File: config.mk
export PLATFORM = sky130hd
export DESIGN_NAME = mlg_cyclic_dec
export DESIGN_NICKNAME = d
export VERILOG_FILES = /design/src/rtl/mlg_cyclic_dec.sv
export SDC_FILE = /design/constraint.sdc
export NUM_CORES = 1
export LEC_CHECK = 0
export BUFFER_PORTS_ARGS = -buffer_cell sky130_fd_sc_hd__buf_2
export CORE_AREA = 2 2 39 41
export CTS_CLUSTER_SIZE = 16
export DETAILED_ROUTE_END_ITERATION = 8
export DIE_AREA = 0 0 41 43
export PLACE_DENSITY = 0.81
export SYNTH_ARGS = -nofsm -noshare
export SYNTH_HDL_FRONTEND = slang
export SYNTH_SLANG_ARGS = --single-unit
export TNS_END_PERCENT = 50
File: constraint.sdc
create_clock -name clk -period 1.55 [get_ports clk]
set_clock_uncertainty 0.2 [all_clocks]
set_input_delay 0.465 -clock clk [delete_from_list [all_inputs] [get_ports clk]]
set_output_delay 0.465 -clock clk [all_outputs]
set_load 0.01 [all_outputs]
File: src/rtl/mlg_cyclic_dec.sv
module mlg_cyclic_dec (
  input  logic       clk,
  input  logic       rst_n,
  input  logic       start,
  input  logic [6:0] rx_word,
  output logic [6:0] dec_word,
  output logic       busy,
  output logic       done
);
  localparam int N  = 7;
  localparam int CW = $clog2(N);
  localparam logic [CW-1:0] LAST = CW'(N - 1);

  logic [N-1:0]  sreg;
  logic [CW-1:0] step;

  wire s1   = sreg[3] ^ sreg[4] ^ sreg[6];
  wire s2   = sreg[1] ^ sreg[5] ^ sreg[6];
  wire s3   = sreg[0] ^ sreg[2] ^ sreg[6];
  wire flip = (s1 & s2) | (s1 & s3) | (s2 & s3);
  wire [N-1:0] nxt = {sreg[N-2:0], sreg[N-1] ^ flip};

  always_ff @(posedge clk) begin
    if (!rst_n) begin
      sreg <= '0;
      step <= '0;
      busy <= 1'b0;
      done <= 1'b0;
    end else begin
      done <= 1'b0;
      if (!busy) begin
        if (start) begin
          sreg <= rx_word;
          step <= '0;
          busy <= 1'b1;
        end
      end else begin
        sreg <= nxt;
        if (step == LAST) begin
          step <= '0;
          busy <= 1'b0;
          done <= 1'b1;
        end else begin
          step <= step + 1'b1;
        end
      end
    end
  end

  assign dec_word = sreg;

  p_load_r2: assert property (@(posedge clk) disable iff (!rst_n)
    (!busy && start) |=> (busy && dec_word == $past(rx_word)));
  p_done_pulse_r3: assert property (@(posedge clk) disable iff (!rst_n)
    done |=> !done);
  p_done_on_fall_r3: assert property (@(posedge clk) disable iff (!rst_n)
    $fell(busy) |-> done);
  p_done_idle_r3: assert property (@(posedge clk) disable iff (!rst_n)
    done |-> !busy);
  p_busy_hold_r7: assert property (@(posedge clk) disable iff (!rst_n)
    (busy && step != LAST) |=> busy);
  p_idle_hold_r8: assert property (@(posedge clk) disable iff (!rst_n)
    (!busy && !start) |=> $stable(dec_word));
endmodule

==> metrics.txt <==
Nets=between 80 and 90; most common library cell in the layout ignoring fill and taps=buf_2; critical path's largest stage delay=around 0.40 ns; Worst Path Arrival=roughly 0.83 ns; Initial Util=0.410; via total after detailed routing=~460; initial DRC count=0; # IOs=19; total grt overflow=0; CP endpoint kind=primary output; global placer's final weighted congestion=about 0.74; clock insertion delay at the later pin of the skew report=roughly 0.27 ns; area share of the largest cell type after synthesis=0.423; period utilisation layout=0.964; Die Span Y=between 40 and 50 um; status=completed; max-slew violation count=0; CP max FO=4; Slew Limit Headroom=0.779; Slowest-stage cell, CP=dfxtp_1; clock tree sinks=12; total of max-cap violations=0; Root Buffer=clkbuf_4; sequential standard cell area=around 240 sq um; PostCTS Resize Cnt=1; CTS clk-pin slew, worst paths=~0.07 ns; Avg Synthesized Cell Area=approximately 10 sq um; PwrDens=between 900 and 1000 nW/um^2; fin area=between 600 and 700 sq um; Syn Std Cell Area=between 500 and 600 sq um; Final min period=~1.5 ns; Max VDD drop=0.516 mV; Static Leak=0.302 nW; most frequent cells in the layout=buf_2, dfxtp_1, nor2_1; hold crit path type=in2reg; Post-CTS Setup Bufs=0; global-route wire length before repair=between 1.5 and 2 mm; Core Box Area=between 1000 and 1500 sq um; # port buffers=18; sequential share of the synthesized area=0.423; full die area=1760 sq um; pin count of the biggest net entering global routing=12; Critical Path RT=just under 0.9 ns; CP Cell Sequence=buf_2; Worst Setup Path Type=reg2out; overall routing resource usage=0.149; drt total wl=around 1.1 mm; number of global-route vias before repair=between 400 and 500; Fill cells=about 140; Synth Register Bits=12; Buf+Inv Stages, Crit Path=1; placed inst area=between 600 and 700 sq um; worst slew pin tran=between 0.3 and 0.4 ns; CTS max path bufs=2; Synth warnings=0; crit start category=flip-flop; placed wire-length estimate=between 800 and 900 um; layout cell share with drive strength beyond 1=0.421; Area contributors post-synth=dfxtp_1, mux2_2, mux2i_1, nor2_1, xnor2_1; routed vias/inst=roughly 5; Area Growth Syn to Fin=20.9%; Detail Route Antenna Nets=0; Hold-fix buffers, CTS=0; # H-tree levels=1; DRC=0; Setup TNS=0 ns; Final Setup Violations=0; Util after Layout=0.496; drt wl/cell=11.5 um; syn nets=67; fmax=between 600 and 700 MHz; Synth area leader=dfxtp_1; n_diodes=0; gate count of the mapped netlist=57; antenna violations before repair=0; RSZ-0062 raised after global routing=false; CTS tree=built; Crit path max-delay family=flip-flops; cts bufs inserted=3; # rows=14; Hold Violations, Final=0; Die Span X=approximately 41 um; total iterations of the first detailed-routing run=1; multi-input logic area=approximately 300 sq um; post-synth cell types=21
[final timing paths]
path / startpoint / to / cells past startpoint / slack [ns]
worst max-delay path: dec_word[1] / dec_word[1] / 1 / 0.06
worst min-delay path: rst_n / dec_word[0] / 3 / 0.26
worst max register to register: dec_word[1] / dec_word[0] / 3 / 0.35
worst min register to register: step[0] / step[0] / 2 / 0.32
[synth_stat cells]
| cell | number |
|---|---|
| o21ai_0 | 1 |
| a21oi_2 | 1 |
| dfxtp_1 | 12 |
| clkbuf_1 | 1 |
| nor3b_1 | 2 |
| a31oi_1 | 1 |
| buf_4 | 1 |
| nor2b_1 | 1 |
| a211oi_1 | 1 |
| nor2_1 | 9 |
| nand2_1 | 3 |
| nand4b_1 | 1 |
| nand3b_1 | 1 |
| xnor2_1 | 3 |
| buf_6 | 1 |
| a21oi_1 | 2 |
| maj3_2 | 1 |
| inv_1 | 1 |
| mux2_2 | 7 |
| mux2i_1 | 6 |
| o21ai_1 | 1 |
[logic make-up (layout without fill, tap and decap cells)]
kind of cell | after synthesis | count (layout) | share of synthesized area
AO/OA/AOI/OAI | 7 | 7 | 0.0749
XOR/XNOR | 3 | 3 | 0.0463
adder cells (fa/ha/maj) | 1 | 1 | 0.0198
buffers and inverters | 4 | 23 | 0.0462
flip-flops | 12 | 12 | 0.423
multiplexers | 13 | 13 | 0.245
AND/OR/NAND/NOR | 17 | 17 | 0.145
[stage by stage]
| stage | setup WS [ns] | hold slack [ns] | power [mW] | instances |
|---|---|---|---|---|
| detailed placement | 0.00747 | 0.312 | 0.470 | 89 |
| CTS | 0.0430 | 0.259 | 0.655 | 92 |
| floorplan | 0.175 | 0.273 | 0.434 | 57 |
| global route | 0.0132 | 0.273 | 0.680 | 92 |
| finish | 0.0565 | 0.257 | 0.650 | 92 |
| global placement | 0.0518 | 0.296 | 0.465 | 89 |
[routing by layer]
layer | vias up | global-route usage | part of all wire | routed length [um]
met4 | 0 | 0.0400 | 0 | 0
met2 | 11 | 0.241 | 0.53 | 561
met5 | - | 0 | 0 | 0
met3 | 0 | 0.0942 | 0.052 | 55
li1 | 238 | - | - | -
met1 | 213 | 0.154 | 0.42 | 440
[where the power goes]
group / internal [mW] / total (mW) / switching [mW]
Sequential: 0.326 / 0.347 / 0.0203
Clock: 0.0900 / 0.189 / 0.0987
Combinational: 0.0634 / 0.115 / 0.0515
Total: 0.480 / 0.650 / 0.171
[sequential cells by signal, summed over array words and instances, names as in the netlist]
name / count
step: 3
done: 1
busy: 1
dec_word: 7
[cell type report]
cell class,instances,share of cell area
clock buffer,3,0.0328
timing repair buffer,19,0.142
multi-input combinational,41,0.439
sequential,12,0.352
tap,16,0.0291
inverter,1,0.00546
No activity file was read; power rests on OpenSTA's default activity.
